--- config.mk ---
export PLATFORM = sky130hd
export DESIGN_NAME = pmode_ctrl
export DESIGN_NICKNAME = d
export VERILOG_FILES = /design/src/rtl/pmode_pkg.sv /design/src/rtl/pmode_wake_qual.sv /design/src/rtl/pmode_stab_timer.sv /design/src/rtl/pmode_fsm.sv /design/src/rtl/pmode_status.sv /design/src/rtl/pmode_ctrl.sv
export SDC_FILE = /design/constraint.sdc
export NUM_CORES = 1
export LEC_CHECK = 0
export ABC_AREA = 1
export BUFFER_PORTS_ARGS = -buffer_cell sky130_fd_sc_hd__buf_4
export CAP_MARGIN = 20
export CELL_PAD_IN_SITES_DETAIL_PLACEMENT = 2
export CELL_PAD_IN_SITES_GLOBAL_PLACEMENT = 2
export CORE_AREA = 4 4 67 63
export DETAILED_ROUTE_END_ITERATION = 10
export DIE_AREA = 0 0 71 67
export PLACE_DENSITY_LB_ADDON = 0.1
export SYNTH_ARGS = -nofsm -noshare
export SYNTH_HDL_FRONTEND = slang
export SYNTH_SLANG_ARGS = --single-unit
--- constraint.sdc ---
create_clock -name clk -period 2 [get_ports clk]
set_input_delay 0.2 -clock clk [delete_from_list [all_inputs] [get_ports clk]]
set_output_delay 0.2 -clock clk [all_outputs]
set_load 0.02 [all_outputs]
--- src/rtl/pmode_pkg.sv ---
package pmode_pkg;

    typedef enum logic [1:0] {
        PM_RUN  = 2'd0,
        PM_WAIT = 2'd1,
        PM_STOP = 2'd2,
        PM_STAB = 2'd3
    } pm_state_e;

    // Raw wakeup request lines.
    typedef struct packed {
        logic ext;
        logic intr;
        logic brk;
    } wake_src_t;

    // Wakeup requests qualified per low-power mode.
    typedef struct packed {
        logic any_wait;   // something that ends wait mode
        logic any_stop;   // something that ends stop mode
        logic brk_stop;   // the stop-ending source includes a break
    } wake_qual_t;

    // Events that the state machine hands to the timer and the status bits.
    typedef struct packed {
        logic lp_enter;   // a low-power instruction executed (mask clear)
        logic stab_load;  // stop exit begins: load the stabilization timer
        logic brk_wake;   // stop exit caused by a break
    } fsm_evt_t;

    function automatic logic ends_wait(input wake_src_t s);
        return s.ext | s.intr | s.brk;
    endfunction

    function automatic logic ends_stop(input wake_src_t s);
        return s.ext | s.brk;
    endfunction

endpackage

--- src/rtl/pmode_wake_qual.sv ---
module pmode_wake_qual
    import pmode_pkg::*;
(
    input  wake_src_t  src,
    output wake_qual_t qual
);
    always_comb begin
        qual.any_wait = ends_wait(src);
        qual.any_stop = ends_stop(src);
        qual.brk_stop = src.brk;
    end

    // the internal interrupt alone never qualifies for a stop exit
    always_comb begin
        assert_int_not_stop_R5: assert (!(src.intr && !src.ext && !src.brk) || !qual.any_stop);
    end
endmodule

--- src/rtl/pmode_stab_timer.sv ---
module pmode_stab_timer #(
    parameter int unsigned STAB_CYCLES = 4096
) (
    input  logic clk,
    input  logic rst,
    input  logic load,
    input  logic run,
    output logic done
);
    localparam int unsigned CW = $clog2(STAB_CYCLES + 1);
    localparam logic [CW-1:0] LOAD_VAL = CW'(STAB_CYCLES);

    logic [CW-1:0] cnt;

    always_ff @(posedge clk) begin
        if (rst) begin
            cnt <= '0;
        end else if (load) begin
            cnt <= LOAD_VAL;
        end else if (run && cnt != '0) begin
            cnt <= cnt - 1'b1;
        end
    end

    assign done = run && (cnt == CW'(1));

    // a load places the full count in the timer
    assert_load_full_R6: assert property (@(posedge clk) disable iff (rst)
        load |=> cnt == LOAD_VAL);
    // the count never runs dry while stabilizing
    assert_live_count_R6: assert property (@(posedge clk) disable iff (rst)
        run |-> cnt != '0);
    // every stabilizing cycle that does not finish moves the count down by one
    assert_step_down_R6: assert property (@(posedge clk) disable iff (rst)
        (run && !done && !load) |=> cnt == $past(cnt) - 1'b1);
endmodule

--- src/rtl/pmode_fsm.sv ---
module pmode_fsm
    import pmode_pkg::*;
(
    input  logic       clk,
    input  logic       rst,
    input  logic       wait_stb,
    input  logic       stop_stb,
    input  wake_qual_t qual,
    input  logic       stab_done,
    output pm_state_e  state,
    output fsm_evt_t   evt
);
    pm_state_e nxt;

    always_comb begin
        nxt = state;
        evt = '0;
        unique case (state)
            PM_RUN: begin
                if (stop_stb) begin
                    evt.lp_enter = 1'b1;
                    if (!qual.any_stop) nxt = PM_STOP;
                end else if (wait_stb) begin
                    evt.lp_enter = 1'b1;
                    if (!qual.any_wait) nxt = PM_WAIT;
                end
            end
            PM_WAIT: begin
                if (qual.any_wait) nxt = PM_RUN;
            end
            PM_STOP: begin
                if (qual.any_stop) begin
                    nxt           = PM_STAB;
                    evt.stab_load = 1'b1;
                    evt.brk_wake  = qual.brk_stop;
                end
            end
            PM_STAB: begin
                if (stab_done) nxt = PM_RUN;
            end
            default: nxt = PM_RUN;
        endcase
    end

    always_ff @(posedge clk) begin
        if (rst) state <= PM_RUN;
        else     state <= nxt;
    end

    assert_wait_entry_R2: assert property (@(posedge clk) disable iff (rst)
        (state == PM_RUN && wait_stb && !stop_stb && !qual.any_wait) |=> state == PM_WAIT);
    assert_stop_entry_R3: assert property (@(posedge clk) disable iff (rst)
        (state == PM_RUN && stop_stb && !qual.any_stop) |=> state == PM_STOP);
    assert_wait_exit_R4: assert property (@(posedge clk) disable iff (rst)
        (state == PM_WAIT && qual.any_wait) |=> state == PM_RUN);
    assert_stop_holds_R5: assert property (@(posedge clk) disable iff (rst)
        (state == PM_STOP && !qual.any_stop) |=> state == PM_STOP);
    assert_stab_from_stop_R6: assert property (@(posedge clk) disable iff (rst)
        (state == PM_STAB && $past(state) != PM_STAB) |-> $past(state) == PM_STOP);
    assert_pending_stays_R7: assert property (@(posedge clk) disable iff (rst)
        (state == PM_RUN && ((stop_stb && qual.any_stop) ||
                             (!stop_stb && wait_stb && qual.any_wait))) |=> state == PM_RUN);
endmodule

--- src/rtl/pmode_status.sv ---
module pmode_status
    import pmode_pkg::*;
(
    input  logic     clk,
    input  logic     rst,
    input  logic     in_run,
    input  fsm_evt_t evt,
    input  logic     mask_wr,
    input  logic     mask_wr_val,
    input  logic     flag_wr,
    input  logic     flag_wr_val,
    output logic     imask,
    output logic     brk_flag
);
    always_ff @(posedge clk) begin
        if (rst) begin
            imask <= 1'b1;
        end else if (evt.lp_enter) begin
            imask <= 1'b0;
        end else if (mask_wr && in_run) begin
            imask <= mask_wr_val;
        end
    end

    always_ff @(posedge clk) begin
        if (rst) begin
            brk_flag <= 1'b0;
        end else if (evt.brk_wake) begin
            brk_flag <= 1'b1;
        end else if (flag_wr && !flag_wr_val) begin
            brk_flag <= 1'b0;
        end
    end

    assert_enter_unmasks_R2: assert property (@(posedge clk) disable iff (rst)
        evt.lp_enter |=> !imask);
    assert_mask_frozen_R10: assert property (@(posedge clk) disable iff (rst)
        (!in_run) |=> imask == $past(imask));
    assert_flag_set_R8: assert property (@(posedge clk) disable iff (rst)
        evt.brk_wake |=> brk_flag);
    assert_flag_rise_cause_R8: assert property (@(posedge clk) disable iff (rst)
        $rose(brk_flag) |-> $past(evt.brk_wake));
    assert_flag_one_write_R9: assert property (@(posedge clk) disable iff (rst)
        (flag_wr && flag_wr_val) |=> brk_flag == $past(brk_flag) || $past(evt.brk_wake));
endmodule

--- src/rtl/pmode_ctrl.sv ---
module pmode_ctrl
    import pmode_pkg::*;
#(
    parameter int unsigned STAB_CYCLES = 4096
) (
    input  logic       clk,
    input  logic       rst,
    input  logic       wait_stb,
    input  logic       stop_stb,
    input  logic       ext_irq,
    input  logic       int_irq,
    input  logic       brk_req,
    input  logic       mask_wr,
    input  logic       mask_wr_val,
    input  logic       flag_wr,
    input  logic       flag_wr_val,
    output logic       cpu_clk_en,
    output logic       osc_en,
    output logic       imask,
    output logic       brk_flag,
    output logic [1:0] mode
);
    wake_src_t  src;
    wake_qual_t qual;
    pm_state_e  state;
    fsm_evt_t   evt;
    logic       stab_done;

    assign src = '{ext: ext_irq, intr: int_irq, brk: brk_req};

    pmode_wake_qual u_qual (
        .src  (src),
        .qual (qual)
    );

    pmode_fsm u_fsm (
        .clk       (clk),
        .rst       (rst),
        .wait_stb  (wait_stb),
        .stop_stb  (stop_stb),
        .qual      (qual),
        .stab_done (stab_done),
        .state     (state),
        .evt       (evt)
    );

    pmode_stab_timer #(.STAB_CYCLES(STAB_CYCLES)) u_timer (
        .clk  (clk),
        .rst  (rst),
        .load (evt.stab_load),
        .run  (state == PM_STAB),
        .done (stab_done)
    );

    pmode_status u_status (
        .clk         (clk),
        .rst         (rst),
        .in_run      (state == PM_RUN),
        .evt         (evt),
        .mask_wr     (mask_wr),
        .mask_wr_val (mask_wr_val),
        .flag_wr     (flag_wr),
        .flag_wr_val (flag_wr_val),
        .imask       (imask),
        .brk_flag    (brk_flag)
    );

    assign cpu_clk_en = (state == PM_RUN);
    assign osc_en     = (state != PM_STOP);
    assign mode       = state;

    // any reset brings the core back to running with the mask set
    assert_reset_exit_R11: assert property (@(posedge clk)
        rst |=> (mode == 2'd0 && imask && !brk_flag));
    // the oscillator stays off for as long as stop mode lasts
    assert_stop_osc_hold_R3: assert property (@(posedge clk) disable iff (rst)
        (mode == 2'd2 && !ext_irq && !brk_req) |=> !osc_en);
endmodule

# After elaboration in Yosys (flattened, before gate mapping)
# Index checks and enable logic that the tools add are counted.
# word_totals
register_bits,17
in_bits,11
output_inout_bits,6
# classes
n_addsub,1
eq_ne,11
n_mux,19
n_bitwise,3
n_reduce_logical,12
# op_table
operator,n
13-bit 2-to-1 mux,2
2-bit 2-to-1 mux,9
"13-bit by 1-bit equality test with 1-bit output, second input constant",1
13-bit nonzero test,1
"13-bit by 1-bit subtractor with 13-bit output, second input constant",1
"3-bit != test, second input constant",3
2-bit one-hot mux with 4 select lines,1
1-bit 2-to-1 mux,7
6-bit AND reduction,1
2-bit nonzero test,3
"2-bit equality test, second input constant",2
1-bit logical AND,4
"2-bit by 1-bit != test with 1-bit output, second input constant",2
"2-bit != test, second input constant",2
1-bit OR,3
"2-bit by 1-bit equality test with 1-bit output, second input constant",1
2-bit logical NOT,1
2-bit OR reduction,1
1-bit logical NOT,1

# Depth between registers and ports, before layout
# Gate-level depths: netlist of run 1.
# logic_depth
word_depth,6
mapped_depth,11
mapped_depth_nobuf,11

# By module
# From an unflattened synthesis of run 1, not the netlist that was laid out.
# unflattened
hier_cells,184
area_unflattened_um2,1142.3
# modules_own_cells
module,instances,cells_per_inst,area_per_inst_um2
pmode_stab_timer,1,125,812.0
pmode_fsm,1,36,195.2
pmode_status,1,13,91.3
pmode_wake_qual,1,5,25.0
pmode_ctrl,1,5,18.8

# Least setup slack after synthesis of run 1
# Ideal clock, no wire load.
# synth_path
kind,reg2reg
startpoint,register u_fsm.state[1]
endpoint,register u_timer.cnt[5]
setup_ns,0.120
arrival_time_ns,1.252
required_time_ns,1.880
slack_ns,0.628
path_stages_with_launch,8
cell_sequence,dfxtp_1 > inv_1 > nor2_1 > inv_1 > nor2_1 > nor2_1 > inv_1 > nor2_1
# synth_via
elab_chain_len,3
word_cells_on_any_way,5
classes_between,eq/ne (2); mux (1); reduce/logical (2)
# synth_rtl
element,line,rtl
start: declaration,pmode_fsm.sv:10,"output pm_state_e state,"
start signal: assignment,pmode_fsm.sv:47,else state <= nxt;
2-bit equality test,pmode_fsm.sv:18,unique case (state)
2-bit 2-to-1 mux,pmode_fsm.sv:18,
2-bit OR reduction (no line),-,
end signal: assignment,pmode_stab_timer.sv:21,cnt <= cnt - 1'b1;
end: declaration,pmode_stab_timer.sv:13,logic [CW-1:0] cnt;
# Several ways; a longest one is shown, not always the timed one.
# A chain may end at the register's enable or synchronous reset.

# Worst setup path in the final report of run 1
# layout_path
startpoint,register u_timer.cnt[8]
endpoint,register u_fsm.state[0]
# layout_via
elab_chain_len,4
# layout_rtl
element,line,rtl
13-bit by 1-bit equality test with 1-bit output,pmode_stab_timer.sv:25,assign done = run && (cnt == CW'(1));
1-bit logical AND,pmode_stab_timer.sv:25,
2-bit != test (no line),-,
6-bit AND reduction (no line),-,
# Every way passes these cells.

==> results of run 1 <==
## worst max-delay path: stages, from the launching register on
cell     delay, ns
dfxtp_1       0.34
nor2_1        0.22
nand2_1       0.09
nor2_1        0.20
nand3_1       0.11
o21ai_0       0.33
nand3_1       0.13
nand2_1       0.09
inv_1         0.04
## synth_stat cells
| cell | instances |
|---|---|
| o211ai_1 | 1 |
| nand3_1 | 14 |
| nor2_2 | 1 |
| or2_2 | 1 |
| nand2_2 | 2 |
| ha_1 | 3 |
| dfxtp_1 | 17 |
| a21oi_1 | 10 |
| nand3b_1 | 1 |
| inv_2 | 1 |
| o21bai_1 | 1 |
| nand4_1 | 2 |
| nor3_1 | 5 |
| xor2_1 | 1 |
| o22ai_1 | 1 |
| nand2_1 | 42 |
| o21ai_0 | 11 |
| buf_12 | 1 |
| nor2_1 | 30 |
| inv_1 | 28 |
| nand2_4 | 1 |
## routing by layer
metal  vias to the layer above  GRT usage (%)  wire [µm]
met5                         -              0          0
met4                         0           2.11         13
met3                         2           3.62         64
met2                         6           26.7       1610
met1                       584           22.1       1700
li1                        587              -          -
## sequential cells by signal (all words and copies together) (netlist names)
| signal | flops |
|---|---|
| u_status.brk_flag | 1 |
| u_status.imask | 1 |
| u_timer.cnt | 13 |
| u_fsm.state | 2 |
## area by class of cell
cell class | count | area (µm²) | share of cell area, %
Multi-Input combinational cell | 127 | 594 | 46.7
Sequential cell | 17 | 340 | 26.7
Tap cell | 46 | 57.6 | 4.52
Inverter | 29 | 109 | 8.55
Timing Repair Buffer | 17 | 128 | 10.0
Clock buffer | 4 | 45.0 | 3.54
## logic make-up (layout without fill, tap and decap cells)
family / after synthesis / after routing / synth area share, %
compound gates: 24 / 24 / 11.9
buf+inv: 30 / 50 / 12.1
xor+xnor: 1 / 1 / 0.824
simple gates: 99 / 99 / 39.6
flops: 17 / 17 / 32.0
fa+ha+maj: 3 / 3 / 3.53
## stage by stage
step / cells / hold slack [ns] / utilization, %
floorplan: 174 / 0.269 / -
global placement: 236 / 0.417 / 34.4
detailed placement: 236 / 0.422 / 34.4
CTS: 240 / 0.145 / 35.6
global route: 240 / 0.151 / 35.6
finish: 240 / 0.157 / 35.6
## how the worst max path moves through the flow
stage,from,endpoint,slack [ns],cells past startpoint
after floorplan,u_fsm.state[1],u_timer.cnt[5],0.63,7
after global placement,u_timer.cnt[4],u_timer.cnt[1],0.46,8
after detailed placement,u_timer.cnt[8],u_timer.cnt[9],0.39,10
after CTS,u_timer.cnt[8],u_fsm.state[0],0.34,8
after global routing,u_timer.cnt[8],u_timer.cnt[1],0.13,8
final,u_timer.cnt[8],u_fsm.state[0],0.35,8
## report_power, final
group / switching, mW / total (mW) / internal [mW]
clock network: 0.119 / 0.261 / 0.141
logic: 0.397 / 0.609 / 0.212
registers: 0.0386 / 0.421 / 0.383
total: 0.555 / 1.29 / 0.736
==> impl_summary.md, run 1 <==
Status
The flow ran to the end, and the final reports show no timing, DRC or antenna violations.

Floorplanning
The initial utilization of the core area, before any placement, comes to 29.8%. The die outline area is ~4800 µm². The boundary pin count is 17. The placeable core area is between 3000 and 4000 µm². The site row count is 21.

The die extent in x is a little over 70 µm. The vertical die dimension is between 60 and 70 µm.

Global route
The first global-routing pass estimated 6090 µm of wire. Across every metal layer, demand over resource in global routing totals between 15 and 20%. The number of antenna violations at the first check in global routing is 0. Entering global routing, the biggest net connects 15 pins. For this run the aggregate overflow at the end of global routing stands at 0. The number of global-route vias before repair is ~1300.

Clocking
The clock root buffer is clkbuf_8. CTS built an H-tree with a depth of 1. TritonCTS built the clock tree. The longest clock path from root to sink contains 2 buffers. The clock net in this run drives a total of 17 sinks. After clock tree synthesis, the repair step resized 0 gates.

The clock transition time at the flip-flop clock pins of the worst setup and hold paths is around 0.070 ns. The clock network latency to the later pin of the worst-skew pair is around 0.25 ns. The post-cts hold buffer count is 0.

The number of buffers created by CTS is 3. The number of setup buffers added after CTS is 0.

STA
After layout, the worst path uses 82.3% of the clock period. On the final layout, the worst clock skew is 0.00351 ns. The final setup TNS is 0 ns. Setup repair after global routing left no endpoint under its margin. Setup violations remaining at the end of the flow were counted as 0. At the pin with the least slew margin, the transition time is roughly 0.41 ns. The number of hold violations in the final report is 0. The number of pins with negative max-slew slack in the final report is 0. The highest clock frequency the design can meet is 0.608 GHz. The minimum setup slack in the final design is around 0.35 ns. The time the final worst path needs with I/O delays and setup is between 1.5 and 2 ns. Measured against its own limit, the worst slew margin works out to roughly 73%.

Critical path
The element type at the critical path end is a register. The worst setup path is of the reg2reg kind. The maximum fanout encountered on the critical timing path is 4. In this run the critical register-to-register path is captured at u_fsm.state[0].

The count of cells along the worst register-to-register path is 8. The register-to-register setup slack is 0.35 ns. Data on the critical path arrives at its endpoint at roughly 1.8 ns. The required time reported for the critical path endpoint is roughly 2.2 ns. The type of origin of the critical path is a register. The startpoint of the worst register-to-register path is u_timer.cnt[8].

Placement
The half-perimeter wire length after placement is 2840 µm. The standard cell area after detailed placement is between 1000 and 1500 µm². Routability-driven placement finished with a final weighted congestion of 0.782. OpenSTA, run right after detailed placement, puts the worst setup slack at between 0.3 and 0.4 ns. Input and output buffers added on the ports amount to 16.

Layout
The library cell used most frequently in the layout, excluding fill and tap cells, is nand2_1. The final instance area is between 1000 and 1500 µm². Leaving out fill and tap cells, the most frequent cells in the layout are 42 x nand2_1, 30 x nor2_1, 28 x inv_1. The area growth from synthesis to layout is 19.8%. The diode insertion count for antenna repair is 0. Fill cells in the final layout number approximately 470. The ratio of cells with drive above 1 in the final layout is a little over an eighth. The net total in the final layout is roughly 210.

Route
In the routed layout, each cell is associated on average with a via count of around 4.9. The average routed wire per standard cell is around 14 µm. For this block, the routed nets add up to 3390 µm of wire.

The total vias in the final route is 1179. The iteration-0 DRC count of the detailed router is 36. The count of nets left with antenna violations once routing finished came out at 0. For this run, design rule violations remaining after detail routing come to 0.

The number of search-and-repair iterations in the first detailed-routing pass is 4.

Min path
In this run the most critical hold path is launched from rst. The worst hold path passes through 2 cells. The worst hold path terminates at u_status.brk_flag.

The min-delay analysis places its worst path in the category in2reg.

Synthesis
The area of the mapped netlist is 1060 µm². After synthesis, flip-flops and latches occupy 32.0% of the total area. The net count of the mapped netlist is between 150 and 200. Sorting the synthesized cells by area gives the leading types as dfxtp_1 32%, nand2_1 15%, nor2_1 11%.

The synthesized design spends more area on one cell type than any other, namely dfxtp_1. The share of the synthesized area in the top cell type is between 30% and 40%. For this run, the number of Yosys warnings is 0. The number of synthesized register bits is 17. The distinct cell type count after synthesis is 21. A synthesized cell averages 6.11 µm². The number of standard cells after synthesis is 174.

Power and ir drop
The leakage power is 0.659 nW. Overall power consumption after layout is estimated at ~1.3 mW. The worst-case vdd ir drop is between 300 and 400 µV. The power per cell area is 1010 nW/µm².

Flow run
Max-cap violations in this run came to 0.
(Power assumes the default switching activity.)
==> run 2, diff against run 1 <==
CORE_AREA = 4 4 73 68   (was 4 4 67 63)
DIE_AREA = 0 0 77 72   (was 0 0 71 67)
clock period = 1.3 ns   (was 2 ns; I/O delays follow)
==> run 2 against run 1 <==
  * The run now ends with negative setup slack left
  * Design area grew 48%
  * Non-clock buffer count grew 39
  * Core utilization grew 8.2 points
  * Final cell count grew 18%
==> impl_summary.md, run 2 (same netlist as run 1, synthesis figures left out) <==
Layout
The total area of sequential cells was 357 µm² (+4.8%). More flip-flops sit in one register than any other, and that register is u_timer.cnt. The most common cell after layout, fill and taps aside is buf_4.

The diode insertion count for antenna repair came to 0 (unchanged). The largest registers in the layout are u_timer.cnt: 13 flops, u_fsm.state: 2 flops. The final instance area was 1880 µm² (+48%). The total of fill cells in the finished design was 493 (+6.0%). The utilization after layout is 43.9% (+8.2 points).

The ratio of cells with drive above 1 in the final layout is 55.4% (+42 points). The area growth from synthesis to layout is 76.8%. The top cell types in the final layout, fill and taps aside, are 49 x buf_4, 28 x nand2_1, 20 x inv_1.

The flip-flop count of the largest register, all copies and words added is 13 (unchanged). The combined area of the multi-input logic cells is 841 µm² (+41%). The net total in the final layout is 248 (+19%).

STA
The highest clock frequency the design can meet is 0.681 GHz (+12%). The transition time at the pin with the least slew margin is 0.263 ns (-0.143 ns). The worst slew margin relative to its limit came to 82.4% (+9.7 points). The time the final worst path needs with I/O delays and setup is 1.47 ns (-0.178 ns).

The worst clock skew on the final layout is 0.00144 ns (-0.00207 ns). The number of hold violations in the final report is 0 (unchanged). The number of pins with negative max-slew slack in the final report is 0 (unchanged). Setup repair after global routing could not meet its margin everywhere. The total of endpoints with negative setup slack in the final report was 11 (+11). The final period utilization was 113% (+31 points).

The minimum setup slack in the final design came to -0.169 ns (-0.522 ns).

Route
The average routed wire per standard cell came to 17.6 µm (+25%). The iteration-0 DRC count of the detailed router came to 49 (+36%). The overall routed net length came to 4980 µm (+47%). The routed wire length on met2 is 2560 µm (+59%). The total vias in the final route is 1384 (+17%). The wire length on met1 came to 2180 µm (+28%). The post-detailed-route via-to-cell ratio was 4.89 (-0.45%). The number of search-and-repair iterations in the first detailed-routing pass was 4 (unchanged).

The wire length on met3 is 153 µm (+140%). The number of nets still failing antenna checks after routing is 0 (unchanged). The DRC violation count after routing is 0 (unchanged). The highest metal layer carrying signal wires in the routed design is met4.

Global route
The largest net degree at the start of global routing is 11 (-4). The global router's overall resource usage was 16.9% (+0.71 points). The first-pass GRT wire length is 7370 µm (+21%). The number of global-route vias before repair is 1467 (+14%).

The residual overflow from global routing was 0 (unchanged). The number of antenna violations at the first check in global routing is 0 (unchanged).

Floorplanning
The vertical die dimension is 72 µm (+7.5%). The initial core utilization is 24.8% (-5.0 points). The die extent in x was 77 µm (+8.5%). The site row count came to 23 (+9.5%).

The placeable core area is 4290 µm² (+20%). The boundary pin count came to 17 (unchanged). The die outline area was 5540 µm² (+17%).

Placement
The standard cell area after detailed placement is 1470 µm² (+20%). The placer's final routability congestion estimate is 0.809 (+3.6%). The half-perimeter wire length after placement is 3290 µm (+16%).

The number of port buffers came to 16 (unchanged).

Clocking
The TritonCTS clock tree is built. The clock transition time at the flip-flop clock pins of the worst setup and hold paths came to 0.08 ns (about the same). In this run the clock root is driven by a clkbuf_8. The number of buffers created by CTS is 3 (unchanged).

The maximum buffer depth of the clock tree is 2 (unchanged). The number of levels in the clock H-tree is 1 (unchanged). The clock network latency to the later pin of the worst-skew pair is 0.26 ns (about the same). The number of clock sinks came to 17 (unchanged).

Status
The final reports fail on negative setup slack. The run finished, with violations left.

Flow run
The max-cap check violation count is 0 (unchanged).

Critical path
In this run the critical register-to-register path is launched from u_timer.cnt[0]. The critical path's largest stage delay is 0.36 ns (+0.02 ns). The critical register-to-register path endpoint is u_timer.cnt[5]. The maximum fanout encountered on the critical timing path was 7 (+3). The slowest cell on the critical path is dfxtp_2.

The register-to-register setup slack is -0.17 ns (-0.52 ns). The critical path arrival came to 1.62 ns (-0.18 ns). The required time reported for the critical path endpoint is 1.45 ns (-0.71 ns). The count of cells along the worst register-to-register path is 11 (+3).

The type of origin of the critical path is a register. The worst setup path is captured at a register. Walking the worst path, the cells encountered are inv_4 -> ha_4 -> nand2_2 -> nor2_2 -> nand2_2 -> nand2_8 -> buf_6 -> nor2_2 -> nand2_1 -> nand2_1 -> nor2_1.

By startpoint and endpoint, the worst setup path is classified as reg2reg.

Power and ir drop
The worst-case vdd ir drop is 724 µV (+110%). The total power of the final layout is 2.79 mW (+120%). The power per cell area is 1480 nW/µm² (+46%).

The leakage power is 0.908 nW (+38%).

Min path
The hold-critical path depth is 2 (unchanged). The launch point of the worst hold path is rst. The path class of the tightest hold or removal check is in2reg.

The endpoint with the worst hold slack is u_status.brk_flag.
## run 2: cell types whose count changed in the layout (fill, tap and decap cells not counted), moves of 7 or more
cell,before,now
buf_4,17,49
nor2_1,30,13
nand2_1,42,28
nand2_2,2,13
nor2_4,0,10
dfxtp_1,17,8
inv_1,28,20
buf_6,0,7
dfxtp_2,0,7
nor2_2,1,8
## run 2: timing repair
| item | 4_1_cts | 5_1_grt |
|---|---|---|
| hold endpoints to repair | 0 | 0 |
| setup endpoints to repair | 17 | 18 |
| gates cloned | 0 | 0 |
| gates resized for setup | 44 | 57 |
| buffers inserted | 6 | 3 |
| hold buffers | 0 | 0 |
| pin swaps | 12 | 15 |
## run 2: layer usage
metal  vias to the layer above  GRT usage, %
met4                         0          3.95
met2                        24          29.4
met3                         8          3.23
met1                       679          21.9
met5                         -             0
li1                        673             -
## run 2: how the worst max path moves through the flow
stage / startpoint / end / slack (ns) / depth (start not counted)
3_5_place_dp: u_timer.cnt[0] / u_timer.cnt[1] / -0.21 / 9
3_3_place_gp: u_timer.cnt[0] / u_timer.cnt[5] / -0.08 / 11
2_1_floorplan: u_timer.cnt[0] / u_timer.cnt[4] / -0.0006 / 10
4_1_cts: u_timer.cnt[8] / u_timer.cnt[5] / -0.08 / 10
6_report: u_timer.cnt[0] / u_timer.cnt[5] / -0.17 / 11
5_1_grt: u_timer.cnt[11] / u_timer.cnt[5] / -0.23 / 10
## run 2: final cells by class
cell class                 count  share of cell area (%)
inverter                      29                    6.85
tap                           50                    3.33
multi-input combinational    127                    44.7
sequential                    17                    19.0
clock buffer                   4                    2.40
timing repair buffer          56                    23.8
## run 2: critical path: cells and delay by family, from the launching register on
kind | cells | cell delay (ns)
adder cells (fa/ha/maj) | 1 | 0.15
buffers and inverters | 2 | 0.21
flip-flops | 1 | 0.36
AND/OR/NAND/NOR | 8 | 0.62
## run 2: per-stage QoR
step           std cells  setup TNS (ns)  setup WS (ns)  hold WS (ns)
3_5_place_dp         271           -1.74         -0.206         0.354
5_1_grt              283           -1.88         -0.227        0.0730
6_report             283          -0.555         -0.169        0.0697
3_3_place_gp         271          -0.698        -0.0780         0.344
2_1_floorplan        174       -0.000623      -0.000623         0.199
4_1_cts              281          -0.376        -0.0782        0.0738
## run 2: power breakdown
| group | internal, mW | switching [mW] |
|---|---|---|
| registers | 0.594 | 0.0765 |
| logic | 0.763 | 0.921 |
| clock network | 0.219 | 0.215 |
==> run 3, diff against run 2 <==
==> constraint.sdc (replaced) <==
create_clock -name clk -period 1.3 [get_ports clk]
set_input_delay 0.26 -clock clk [delete_from_list [all_inputs] [get_ports clk]]
set_output_delay 0.26 -clock clk [all_outputs]
set_load 0.02 [all_outputs]
==> run 3 against run 2 <==
  * Design area increased by 4.1%
  * Non-clock buffer count grew 5
  * Combinational power rose by 3%
  * First-iteration DRC count shrank 29%
  * Critical path type unchanged
  * Largest power group unchanged
  * Global-route usage shrank 1.6 points
  * The run still ends with negative setup slack left
==> impl_summary.md, run 3 (same netlist as run 1, synthesis figures left out) <==
Status
The flow ran to the end, but the final reports show violations. The checks that failed: negative setup slack.

Route
The iteration-0 DRC count of the detailed router is 35 (-29%). The total vias in the final route is 1385 (+0.072%). The routed wire length on met2 is 2790 µm (+8.9%). The number of nets still failing antenna checks after routing is 0 (unchanged). The number of search-and-repair iterations in the first detailed-routing pass was 3 (-1).

The post-detailed-route via-to-cell ratio came to 4.79 (-2.0%). The wire length on met3 is 69 µm (-55%). The overall routed net length was 5140 µm (+3.2%). The DRC violation count after routing came to 0 (unchanged). The highest metal layer with signal wires is met4.

The average routed wire per standard cell is 17.8 µm (+1.1%). The wire length on met1 is 2230 µm (+2.7%).

Clocking
The maximum buffer depth of the clock tree is 2 (unchanged). The post-cts hold buffer count was 0 (unchanged). The number of buffers created by CTS was 3 (unchanged). The clock root buffer is clkbuf_8. The clock transition time at the flip-flop clock pins of the worst setup and hold paths is 0.07 ns (about the same).

The TritonCTS clock tree is built. The number of levels in the clock H-tree came to 1 (unchanged). The number of clock sinks is 17 (unchanged).

The clock network latency to the later pin of the worst-skew pair is 0.26 ns (about the same).

Critical path
The cell family contributing the most delay on the critical path is simple AND/OR/NAND/NOR gates. The buffering stage count on the worst path with inverters included came to 1 (-1). The required time reported for the critical path endpoint is 1.49 ns (+0.04 ns). The worst setup path is captured at a register. The slowest cell on the critical path is dfxtp_2. The maximum fanout encountered on the critical timing path is 8 (+1). The type of the setup path with the least slack is reg2reg. Walking the worst path, the cells encountered are inv_4 -> ha_4 -> nand2_4 -> nor2_4 -> nand2_4 -> nand2_8 -> o21ai_0 -> nand2_2 -> nor2_2. The critical path's largest stage delay is 0.36 ns (about the same). STA classifies the critical path startpoint as a register. The critical path arrival came to 1.62 ns (about the same). The dominant cell type by count on the critical path is nand2_4.

Global route
The number of global-route vias before repair came to 1439 (-1.9%). The number of antenna violations at the first check in global routing is 0 (unchanged). The global router's overall resource usage is 15.3% (-1.6 points). The largest net degree at the start of global routing came to 11 (unchanged). The first-pass GRT wire length is 6790 µm (-7.9%).

The residual overflow from global routing is 0 (unchanged).

Floorplanning
The die extent in x is 77 µm (unchanged). The initial core utilization is 24.8% (unchanged). The die outline area is 5540 µm² (unchanged). The placeable core area is 4290 µm² (unchanged). The site row count is 23 (unchanged). The boundary pin count is 17 (unchanged). The vertical die dimension is 72 µm (unchanged).

STA
The number of hold violations in the final report is 0 (unchanged). Setup repair after global routing could not meet its margin everywhere. The transition time at the pin with the least slew margin is 0.324 ns (+0.0603 ns). The number of pins with negative max-slew slack in the final report is 0 (unchanged). The time the final worst path needs with I/O delays and setup was 1.44 ns (-0.0328 ns). The highest clock frequency the design can meet came to 0.696 GHz (+2.3%). The minimum setup slack in the final design came to -0.136 ns (+0.0328 ns). The final period utilization is 110% (-2.5 points). The final setup TNS came to -0.747 ns (-0.193 ns). The worst slew margin relative to its limit is 78.3% (-4.0 points). The total of endpoints with negative setup slack in the final report was 12 (+1). The worst clock skew on the final layout is 0.00132 ns (-0.000117 ns).

Layout
The library cells used most frequently in the layout, excluding fill and tap cells, are 51 x buf_4, 28 x nand2_1, 19 x inv_1. The post-layout instance count excluding filler cells was 289 (+2.1%). The most common cell after layout, fill and taps aside is buf_4.

The flip-flop count of the largest register, all copies and words added was 13 (unchanged). The net total in the final layout is 254 (+2.4%). The ratio of cells with drive above 1 in the final layout is 56.1% (+0.70 points). The utilization after layout came to 45.7% (+1.8 points). The register with the most flip-flops is u_timer.cnt. The largest registers in the layout are u_timer.cnt: 13 flops, u_fsm.state: 2 flops. The diode insertion count for antenna repair is 0 (unchanged). The final instance area is 1960 µm² (+4.1%). The area growth from synthesis to layout is 84.1%.

Power and ir drop
The portion of total power attributed to the clock network is 14.9% (-0.7 points). The portion of total power attributed to combinational logic is 61.2% (+0.8 points). The switching fraction of total power came to 43.4% (-0.11 points). The total power of the final layout is 2.82 mW (+1.2%). The internal portion of total power is 1.60 mW (+1.4%). The power per cell area is 1440 nW/µm² (-2.8%). The worst-case vdd ir drop is 732 µV (+1.1%). The net load switching power is 1.22 mW (+0.94%). The relative contribution of sequential cells to total power is 23.9% (about the same). The leakage power was 0.953 nW (+5.0%).

Placement
The half-perimeter wire length after placement is 3240 µm (-1.3%). The number of port buffers was 16 (unchanged). The number of placed instances with taps included came to 272 (+0.37%). The standard cell area after detailed placement is 1480 µm² (+0.51%). The placer's final routability congestion estimate is 0.802 (-0.93%).

Flow run
The max-cap check violation count is 0 (unchanged).

Min path
The path class of the tightest hold or removal check is in2reg.
## run 3: changes by cell type in the layout (fill, tap and decap cells not counted), moves of 2 or more
cell,previous run,this run
buf_6,7,9
dfxtp_4,2,0
nor2_2,8,4
dfxtp_1,8,6
dfxtp_2,7,11
nor3_2,3,1
nor2_4,10,13
buf_4,49,51
## run 3: cell type report
class,instances,area (µm²)
Timing Repair inverter,1,8.76
Sequential cell,17,354
Multi-Input combinational cell,127,860
Tap cell,50,62.6
Inverter,29,124
Timing Repair Buffer,61,504
Fill cell,493,2330
Clock buffer,4,45.0
## run 3: worst reg2reg max path: cells and delay by family (launching register included)
kind / cells / cell delay [ns]
flops: 1 / 0.36
buf+inv: 1 / 0.05
fa+ha+maj: 1 / 0.16
simple gates: 6 / 0.51
compound gates: 1 / 0.29
## run 3: repair_timing
action                     CTS  global route
resized for setup           49            56
pin swaps                   19            29
setup endpoints to repair   17            16
setup buffers                3            10
cloned                       0             1
## run 3: through the flow
stage / setup WS [ns] / hold slack (ns)
floorplan: -0.000623 / 0.329
detailed placement: -0.219 / 0.480
global placement: -0.0755 / 0.467
finish: -0.136 / 0.205
CTS: -0.0606 / 0.205
global route: -0.245 / 0.216
## run 3: final timing paths
kind / startpoint / endpoint / slack, ns / depth (start not counted)
setup reg to reg: u_timer.cnt[0] / u_timer.cnt[5] / -0.14 / 9
hold / removal: rst / u_status.brk_flag / 0.20 / 2
setup / recovery: u_timer.cnt[0] / u_timer.cnt[5] / -0.14 / 9
hold reg to reg: u_status.brk_flag / u_status.brk_flag / 0.50 / 2
## run 3: power by group through the flow
stage	Sequential (mW)	Combinational, mW	Clock [mW]
5_1_grt	0.682	1.87	0.457
3_5_place_dp	0.658	1.19	0
6_report	0.673	1.73	0.421
2_1_floorplan	0.698	0.580	0
4_1_cts	0.656	1.39	0.428
3_3_place_gp	0.654	1.14	0
## run 3: per-layer routing
layer / global-route usage (%) / up-vias
met2: 27.3 / 8
met4: 2.96 / 0
met1: 19.5 / 692
met5: 0 / -
li1: - / 679
met3: 3.10 / 6
